--- config.mk ---
export PLATFORM = sky130hd
export DESIGN_NAME = pin_irq_ctrl
export DESIGN_NICKNAME = d
export VERILOG_FILES = /design/src/rtl/pin_irq_pkg.sv /design/src/rtl/pin_irq_sync.sv /design/src/rtl/pin_irq_regs.sv /design/src/rtl/pin_irq_detect.sv /design/src/rtl/pin_irq_ctrl.sv
export SDC_FILE = /design/constraint.sdc
export NUM_CORES = 1
export LEC_CHECK = 0
export ABC_CLOCK_PERIOD_IN_PS = 3300
export BUFFER_PORTS_ARGS = -buffer_cell sky130_fd_sc_hd__buf_4
export CAP_MARGIN = 0
export CORE_MARGIN = 5
export CORE_UTILIZATION = 55
export CTS_CLUSTER_SIZE = 12
export DETAILED_ROUTE_END_ITERATION = 7
export GPL_TIMING_DRIVEN = 0
export PLACE_DENSITY_LB_ADDON = 0.1
export SLEW_MARGIN = 20
export SYNTH_ARGS = -nofsm -noshare
export SYNTH_HDL_FRONTEND = slang
export SYNTH_SLANG_ARGS = --single-unit
--- constraint.sdc ---
create_clock -name clk -period 3.3 [get_ports clk]
set_clock_uncertainty 0.2 [all_clocks]
set_input_delay 0.33 -clock clk [delete_from_list [all_inputs] [get_ports clk]]
set_output_delay 0.33 -clock clk [all_outputs]
set_load 0.05 [all_outputs]
--- src/rtl/pin_irq_pkg.sv ---
package pin_irq_pkg;
  localparam int unsigned AW = 12;
  localparam int unsigned DW = 32;

  localparam logic [AW-1:0] OFS_MODE    = 12'h000;
  localparam logic [AW-1:0] OFS_PRI     = 12'h004;
  localparam logic [AW-1:0] OFS_PRI_SET = 12'h008;
  localparam logic [AW-1:0] OFS_PRI_CLR = 12'h00C;
  localparam logic [AW-1:0] OFS_SEC     = 12'h010;
  localparam logic [AW-1:0] OFS_SEC_SET = 12'h014;
  localparam logic [AW-1:0] OFS_SEC_CLR = 12'h018;
  localparam logic [AW-1:0] OFS_STAT    = 12'h01C;

  typedef struct packed {
    logic mode_wr;
    logic pri_wr;
    logic pri_set;
    logic pri_clr;
    logic sec_wr;
    logic sec_set;
    logic sec_clr;
    logic stat_clr;
  } wr_dec_t;
endpackage

--- src/rtl/pin_irq_sync.sv ---
module pin_irq_sync #(
  parameter int unsigned NCH    = 8,
  parameter int unsigned STAGES = 2
) (
  input  logic           clk,
  input  logic           rst_n,
  input  logic [NCH-1:0] pin_i,
  output logic [NCH-1:0] sync_o,
  output logic [NCH-1:0] dly_o
);
  localparam int unsigned LAST = STAGES - 1;

  for (genvar c = 0; c < NCH; c++) begin : g_ch
    logic [STAGES-1:0] stage_q, stage_d;
    logic              dly_q;

    always_comb begin
      stage_d = {stage_q[STAGES-2:0], pin_i[c]};
    end

    always_ff @(posedge clk or negedge rst_n) begin
      if (!rst_n) begin
        stage_q <= '0;
        dly_q   <= 1'b0;
      end else begin
        stage_q <= stage_d;
        dly_q   <= stage_q[LAST];
      end
    end

    assign sync_o[c] = stage_q[LAST];
    assign dly_o[c]  = dly_q;
  end
endmodule

--- src/rtl/pin_irq_regs.sv ---
module pin_irq_regs
  import pin_irq_pkg::*;
#(
  parameter int unsigned NCH = 8
) (
  input  logic           clk,
  input  logic           rst_n,
  input  logic           bus_sel,
  input  logic           bus_wr,
  input  logic [AW-1:0]  bus_addr,
  input  logic [DW-1:0]  bus_wdata,
  output logic [DW-1:0]  bus_rdata,
  input  logic [NCH-1:0] status_i,
  output logic [NCH-1:0] mode_o,
  output logic [NCH-1:0] pri_o,
  output logic [NCH-1:0] sec_o,
  output logic [NCH-1:0] mode_chg_o,
  output logic [NCH-1:0] stat_clr_o
);
  localparam int unsigned PAD = DW - NCH;

  logic [NCH-1:0] mode_q, mode_d, pri_q, pri_d, sec_q, sec_d, wbits;
  logic           mode_ce, pri_ce, sec_ce, wr_en, rd_en;
  logic [AW-3:0]  widx;
  wr_dec_t        dec;

  assign wr_en = bus_sel & bus_wr;
  assign rd_en = bus_sel & ~bus_wr;
  assign widx  = bus_addr[AW-1:2];
  assign wbits = bus_wdata[NCH-1:0];

  always_comb begin
    dec          = '0;
    dec.mode_wr  = wr_en & (widx == OFS_MODE[AW-1:2]);
    dec.pri_wr   = wr_en & (widx == OFS_PRI[AW-1:2]);
    dec.pri_set  = wr_en & (widx == OFS_PRI_SET[AW-1:2]);
    dec.pri_clr  = wr_en & (widx == OFS_PRI_CLR[AW-1:2]);
    dec.sec_wr   = wr_en & (widx == OFS_SEC[AW-1:2]);
    dec.sec_set  = wr_en & (widx == OFS_SEC_SET[AW-1:2]);
    dec.sec_clr  = wr_en & (widx == OFS_SEC_CLR[AW-1:2]);
    dec.stat_clr = wr_en & (widx == OFS_STAT[AW-1:2]);
  end

  always_comb begin
    mode_ce = dec.mode_wr;
    mode_d  = wbits;
    pri_ce  = dec.pri_wr | dec.pri_set | dec.pri_clr;
    pri_d   = dec.pri_wr  ? wbits :
              dec.pri_set ? (pri_q | wbits) : (pri_q & ~wbits);
    sec_ce  = dec.sec_wr | dec.sec_set | dec.sec_clr;
    sec_d   = dec.sec_wr  ? wbits :
              dec.sec_set ? (sec_q | wbits) : (sec_q & ~wbits);
  end

  always_ff @(posedge clk or negedge rst_n) begin
    if (!rst_n) begin
      mode_q <= '0;
      pri_q  <= '0;
      sec_q  <= '0;
    end else begin
      if (mode_ce) mode_q <= mode_d;
      if (pri_ce)  pri_q  <= pri_d;
      if (sec_ce)  sec_q  <= sec_d;
    end
  end

  assign mode_chg_o = dec.mode_wr  ? (mode_q ^ wbits) : '0;
  assign stat_clr_o = dec.stat_clr ? wbits : '0;
  assign mode_o     = mode_q;
  assign pri_o      = pri_q;
  assign sec_o      = sec_q;

  always_comb begin
    bus_rdata = '0;
    if (rd_en) begin
      unique case (widx)
        OFS_MODE[AW-1:2]: bus_rdata = {{PAD{1'b0}}, mode_q};
        OFS_PRI[AW-1:2]:  bus_rdata = {{PAD{1'b0}}, pri_q};
        OFS_SEC[AW-1:2]:  bus_rdata = {{PAD{1'b0}}, sec_q};
        OFS_STAT[AW-1:2]: bus_rdata = {{PAD{1'b0}}, status_i};
        default:          bus_rdata = '0;
      endcase
    end
  end
endmodule

--- src/rtl/pin_irq_detect.sv ---
module pin_irq_detect #(
  parameter int unsigned NCH = 8
) (
  input  logic           clk,
  input  logic           rst_n,
  input  logic [NCH-1:0] sync_i,
  input  logic [NCH-1:0] dly_i,
  input  logic [NCH-1:0] mode_i,
  input  logic [NCH-1:0] pri_i,
  input  logic [NCH-1:0] sec_i,
  input  logic [NCH-1:0] mode_chg_i,
  input  logic [NCH-1:0] stat_clr_i,
  output logic [NCH-1:0] status_o,
  output logic [NCH-1:0] irq_o
);
  for (genvar c = 0; c < NCH; c++) begin : g_ch
    logic rise, fall, event_hit, st_q, st_d, st_ce;

    always_comb begin
      rise      = sync_i[c] & ~dly_i[c];
      fall      = ~sync_i[c] & dly_i[c];
      event_hit = ~mode_i[c] & ((pri_i[c] & rise) | (sec_i[c] & fall));
      st_ce     = mode_chg_i[c] | event_hit | (stat_clr_i[c] & st_q);
      if (mode_chg_i[c]) st_d = 1'b0;
      else               st_d = event_hit | (st_q & ~stat_clr_i[c]);
    end

    always_ff @(posedge clk or negedge rst_n) begin
      if (!rst_n)     st_q <= 1'b0;
      else if (st_ce) st_q <= st_d;
    end

    assign status_o[c] = st_q;
    assign irq_o[c]    = mode_i[c] ? (pri_i[c] & (sync_i[c] == sec_i[c])) : st_q;
  end
endmodule

--- src/rtl/pin_irq_ctrl.sv ---
module pin_irq_ctrl
  import pin_irq_pkg::*;
#(
  parameter int unsigned NCH     = 8,
  parameter int unsigned SYNC_ST = 2
) (
  input  logic           clk,
  input  logic           rst_n,
  input  logic [NCH-1:0] pin_i,
  input  logic           bus_sel,
  input  logic           bus_wr,
  input  logic [AW-1:0]  bus_addr,
  input  logic [DW-1:0]  bus_wdata,
  output logic [DW-1:0]  bus_rdata,
  output logic [NCH-1:0] irq_o
);
  logic [1:0]     rst_pipe_q;
  logic           rst_int_n;
  logic [NCH-1:0] sync_w, dly_w, mode_w, pri_w, sec_w, chg_w, clr_w, status_w;

  always_ff @(posedge clk or negedge rst_n) begin
    if (!rst_n) rst_pipe_q <= 2'b00;
    else        rst_pipe_q <= {rst_pipe_q[0], 1'b1};
  end
  assign rst_int_n = rst_pipe_q[1];

  pin_irq_sync #(.NCH(NCH), .STAGES(SYNC_ST)) u_sync (
    .clk(clk), .rst_n(rst_int_n), .pin_i(pin_i), .sync_o(sync_w), .dly_o(dly_w)
  );

  pin_irq_regs #(.NCH(NCH)) u_regs (
    .clk(clk), .rst_n(rst_int_n), .bus_sel(bus_sel), .bus_wr(bus_wr),
    .bus_addr(bus_addr), .bus_wdata(bus_wdata), .bus_rdata(bus_rdata),
    .status_i(status_w), .mode_o(mode_w), .pri_o(pri_w), .sec_o(sec_w),
    .mode_chg_o(chg_w), .stat_clr_o(clr_w)
  );

  pin_irq_detect #(.NCH(NCH)) u_det (
    .clk(clk), .rst_n(rst_int_n), .sync_i(sync_w), .dly_i(dly_w),
    .mode_i(mode_w), .pri_i(pri_w), .sec_i(sec_w), .mode_chg_i(chg_w),
    .stat_clr_i(clr_w), .status_o(status_w), .irq_o(irq_o)
  );
endmodule

==> flow_summary.ini, run 1 <==
[run_status]
status = completed

[power_and_ir_drop]
ir_worst_vdd_uv = 302
p_leak_nw = 1.83
cellPowerDensity_nw_per_um2 = 453

[finish]
fillers = 443
multiInputGateArea_sq_um = 1450
area_growth_syn_to_layout_pct = 26.2
drive_gt1_share_pct = 26.9
final_common_cell = buf_4
seq_area_sq_um = 1460
final_cell_mix = 69 x buf_4, 57 x dfrtp_1, 33 x a21oi_1
insertedDiodeCount = 0
final_nets = 438
finish.utilization_pct = 71.4

[clock_network]
cts-resized-gates = 0
insertion_delay_ps = 340
cts.htree.levels = 3
clkSlewWorstSetupHoldPaths_ps = 60
clock_path_buffers = 2
numCtsBuffers = 9
cts_tree = yes
cts_root_buf = clkbuf_8
clock_sink_count = 58

[critical_path]
worstSetupEndpointType = output port
arrival_ps = 2080
critPathLaunch = bus_addr[9]
crit_required_ps = 2770
r2r-start = u_sync.g_ch[6].stage_q[1]
worstRegToRegCells = 4
critPathKind = input pin to output port
regToRegEndpoint = u_det.g_ch[6].st_q
reg2reg_slack_ps = 2080
critPathCapture = bus_rdata[2]
path_max_fanout = 10
cp-start-kind = input pin

[yosys]
synth_edf_count = 0
yosys.area_share.simple_pct = 16.4
ys_async_sr_fraction_pct = 100
synthFlopType = dfrtp_1
synth_adder_area_share_pct = 0
synthCells = 296
ys_warn_count = 0
avgSynthCellArea_sq_um = 10.5
synth_top_family_by_area = compound AO/OA/AOI/OAI gates
yosysSeqAreaShare_pct = 46.9
ys_ff_latch = 58
synth_area_sq_um = 3100
synth_xor_area_share_pct = 4.53
synthMuxAreaShare_pct = 5.62
synth_compound_gate_area_share_pct = 17.2
ys_types = 37

[global_routing]
grt_pass1_vias = 2395
grt_pass1_wl_um = 11900
grt_antenna_before_repair = 0
grt.total_usage_pct = 21.2
grt_max_degree = 57
overflow = 0

[floorplan]
dieHeight_um = 85.0
ioPinCount = 96
dieArea_sq_um = 7230
fp.coreArea_sq_um = 5470
die_x_um = 85.0
rows = 27
start_util_pct = 56.6

[timing]
drv_slew = 0
hold_viol_final = 0
setup_viol = 0
final.min_clock_period_ps = 2610
rsz0062_at_grt = no
worstMarginPinSlew_ps = 731
max_freq_mhz = 383
slew_headroom_pct = 51.3
setup_tns_ps = 0
fin_crit_sh_pct = 79.2

[detailed_routing]
first_pass_iters = 5
vias = 2495
wire_per_inst_um = 16.1
wirelength_um = 7390
drt_iter0_drc = 145
detail-route-antenna-nets = 0
via_per_inst = 5.44
route.detailed.drc = 0

[job]
max_cap_violations = 0

[place]
port_buffers = 43
hpwl_um = 4870
gp_congestion = 0.794

[worst_hold_path]
min_from = bus_wdata[5]
min_path_type = input pin to register
[metrics by stage]
step / setup slack [ps] / cells / area [sq um] / total power (W) / hold WS (ps)
floorplan: 678 / 319 / 3180 / 0.000970 / -166
detailed placement: 695 / 434 / 3600 / 0.00105 / -87.1
global route: 613 / 459 / 3910 / 0.00184 / 6.11
finish: 686 / 459 / 3910 / 0.00177 / 17.4
global placement: 711 / 434 / 3600 / 0.00105 / -87.7
CTS: 685 / 459 / 3910 / 0.00178 / 7.46
[logic make-up after synthesis]
logic type	after synthesis
compound gates	81
simple gates	77
flops	58
buf+inv	46
xor+xnor	16
mux	16
other cells	2
[final cells by class]
class / instances / area share (%)
sequential: 58 / 37.2
multi-input combinational: 215 / 37.1
timing repair buffer: 52 / 10.6
buffer: 38 / 6.47
clock buffer: 11 / 3.62
tap: 72 / 2.30
clock inverter: 5 / 1.98
inverter: 8 / 0.768
[synthesized netlist by cell type, types with 2 or more instances]
| cell | count | share of area (%) |
|---|---|---|
| a21o_1 | 8 | 1.9 |
| xor2_1 | 8 | 2.3 |
| nand4_1 | 9 | 1.8 |
| nor2b_1 | 11 | 2.2 |
| a21oi_1 | 33 | 5.3 |
| buf_4 | 26 | 6.3 |
| o21ai_0 | 8 | 1.3 |
| a2bb2oi_1 | 10 | 2.8 |
| nor4_4 | 2 | 1.4 |
| mux2i_1 | 5 | 1.6 |
| mux2_1 | 2 | 0.73 |
| buf_1 | 3 | 0.36 |
| clkbuf_1 | 4 | 0.48 |
| conb_1 | 2 | 0.24 |
| nand3_1 | 9 | 1.5 |
| a22o_1 | 3 | 0.85 |
| o31a_1 | 8 | 2.3 |
| dfrtp_1 | 58 | 47 |
| inv_1 | 8 | 0.97 |
| xnor2_1 | 8 | 2.3 |
| a22oi_1 | 3 | 0.73 |
| a211oi_1 | 8 | 1.9 |
| mux2_2 | 9 | 3.3 |
| nand3b_1 | 16 | 3.9 |
| buf_2 | 4 | 0.65 |
| nor2_1 | 20 | 2.4 |
[metal layers]
layer | track usage, % | share of wire, % | vias up
met1 | 26.3 | 40 | 1195
li1 | - | - | 1194
met5 | 0 | 0 | -
met2 | 35.2 | 51 | 97
met3 | 7.09 | 7.8 | 9
met4 | 6.47 | 1.2 | 0
[worst max-delay path, cell delays in order]
cell and delay, ps:
buf_4 120, nor4_4 370, buf_4 260, nand2_1 90, or3_1 340, buf_2 200
nor2_1 160, buf_4 220
[worst min path at each step]
stage	endpoint	slack (ps)	cells after the start
global route	register	6	2
detailed placement	rst_pipe_q[0]	-90	1
CTS	register	7	2
global placement	rst_pipe_q[1]	-90	1
floorplan	rst_pipe_q[0]	-170	0
finish	register	20	2
[where the power goes]
group	internal (W)	switching (W)	total, W
registers	0.000741	0.0000350	0.000776
clock network	0.000443	0.000279	0.000721
logic	0.000102	0.000170	0.000272
[repair_timing]
item                                    CTS  global route
setup buffers                             0             0
endpoints found under the setup margin    0             0
hold buffers                              9             0
hold endpoints to repair                 10             0
Note: power is estimated with default switching activity, not from simulation.
==> run 2, diff against run 1 <==
Settings changed: ABC_CLOCK_PERIOD_IN_PS 3300 to 2500, CORE_UTILIZATION 55 to 51.
Clock period 3.3 ns to 2.5 ns, I/O delays scaled along.
==> flow_summary.ini, run 2 (synthesis results as in run 1) <==
[finish]
finish.utilization_pct = 68.1
final_nets = 449
drive_gt1_share_pct = 27.1
final_common_cell = buf_4
final_cell_area_sq_um = 4030
fillers = 464
final_cell_mix = 70 x buf_4, 57 x dfrtp_1, 33 x a21oi_1
area_growth_syn_to_layout_pct = 30.3
insertedDiodeCount = 0

[timing]
worstMarginPinSlew_ps = 752
drv_slew = 0
whs_ps = -11.8
max_freq_mhz = 414
hold_viol_final = 15
fin_crit_sh_pct = 96.7
slew_headroom_pct = 49.5
setup_viol = 0
rsz0062_at_grt = no
final.min_clock_period_ps = 2420

[floorplan]
rows = 28
dieArea_sq_um = 7730
dieHeight_um = 87.9
fp.coreArea_sq_um = 5920
ioPinCount = 96
start_util_pct = 52.3
die_x_um = 87.9

[critical_path]
cp-start-kind = input pin
reg2reg_slack_ps = 1290
worstSetupEndpointType = output port
regToRegEndpoint = u_det.g_ch[0].st_q
worstRegToRegCells = 4
critPathBufInv = 4
arrival_ps = 1970
path_max_fanout = 10
r2r-start = u_sync.g_ch[0].stage_q[1]
path_cells = buf_4, nor4b_4, buf_4, nand2_1, or3_1, buf_2, nor2_1, buf_4
crit_required_ps = 2050
worst_path_max_delay_cell = or3_1
slowest_delay_ps = 340
crit_top_cell = buf_4
path_delay_family = simple AND/OR/NAND/NOR gates
critPathKind = input pin to output port

[run_status]
violations = negative hold slack
status = complete, but fails checks

[clock_network]
insertion_delay_ps = 340
clock_sink_count = 58
cts.htree.levels = 3
numCtsBuffers = 9
clkSlewWorstSetupHoldPaths_ps = 70
clock_path_buffers = 2
cts_root_buf = clkbuf_8
cts_tree = yes

[detailed_routing]
wire_per_inst_um = 16.1
first_pass_iters = 4
vias = 2521
via_per_inst = 5.33
route.detailed.drc = 0
detail-route-antenna-nets = 0
wirelength_um = 7630
drt_iter0_drc = 144

[global_routing]
grt.total_usage_pct = 21.2
overflow = 0
grt_antenna_before_repair = 0
grt_pass1_wl_um = 12300
grt_pass1_vias = 2507
grt_max_degree = 42

[place]
gp_congestion = 0.853
hpwl_um = 5090
port_buffers = 43
placed_area_sq_um = 3620

[power_and_ir_drop]
p_leak_nw = 1.88
cellPowerDensity_nw_per_um2 = 587
ir_worst_vdd_uv = 555

[job]
max_cap_violations = 0

[worst_hold_path]
min_path_type = register to asynchronous set/reset pin
run 2: cell types whose count changed in the layout (fill, tap and decap cells not counted):
cell	previous run	this run
nor2b_2	0	1
buf_4	69	70
buf_6	1	2
nor2b_1	11	10
dlygate4sd3_1	9	17
buf_12	0	1
run 2: power by group:
part           switching [W]  internal, W  total, W  leakage [nW]
logic               0.000240     0.000148  0.000387          1.03
clock network       0.000382     0.000585  0.000967         0.109
registers          0.0000341     0.000978   0.00101         0.746
total               0.000656      0.00171   0.00237          1.88
run 2: worst max-delay path by stage:
stage | from | end | slack (ps) | cells after the start
after CTS | bus_addr[5] | bus_rdata[0] | 30 | 8
after global placement | rst_pipe_q[1] | u_sync.g_ch[3].dly_q | -150 | 0
final | bus_addr[10] | bus_rdata[0] | 80 | 8
after global routing | bus_addr[3] | bus_rdata[1] | 4 | 8
after floorplan | bus_addr[9] | bus_rdata[0] | 40 | 6
after detailed placement | bus_addr[5] | u_regs.mode_o[5] | -10 | 6
run 2: layer usage:
metal,wire length (um),GRT usage (%)
met1,3050,27.3
met2,3860,34.4
met3,614,4.80
met4,95,8.79
met5,0,0
run 2: stage by stage:
stage,setup WS [ps],cells,total power [W],setup TNS (ps),hold slack (ps)
floorplan,38.5,319,0.00128,0,-246
global placement,-149,437,0.00138,-8140,-167
detailed placement,-14.6,438,0.00139,-28.6,-167
CTS,33.1,471,0.00238,0,0.665
global route,4.49,473,0.00246,0,14.1
finish,83.4,473,0.00237,0,-11.8
run 2: timing repair:
action	in CTS	in global routing
resized for setup	0	2
setup endpoints to repair	0	8
hold buffers	17	0
endpoints found under the hold margin	32	0
buffers inserted	0	2
run 2: layout make-up:
cell class	instances	area (sq um)	share of cell area [%]
plain buffers	38	256	6.36
clock buffers	11	141	3.50
clock inverters	5	77.6	1.92
inverters	8	30.0	0.744
multi-input cells	215	1450	36.0
flip-flops and latches	58	1460	36.1
well taps	75	93.8	2.33
repair buffers	63	528	13.1
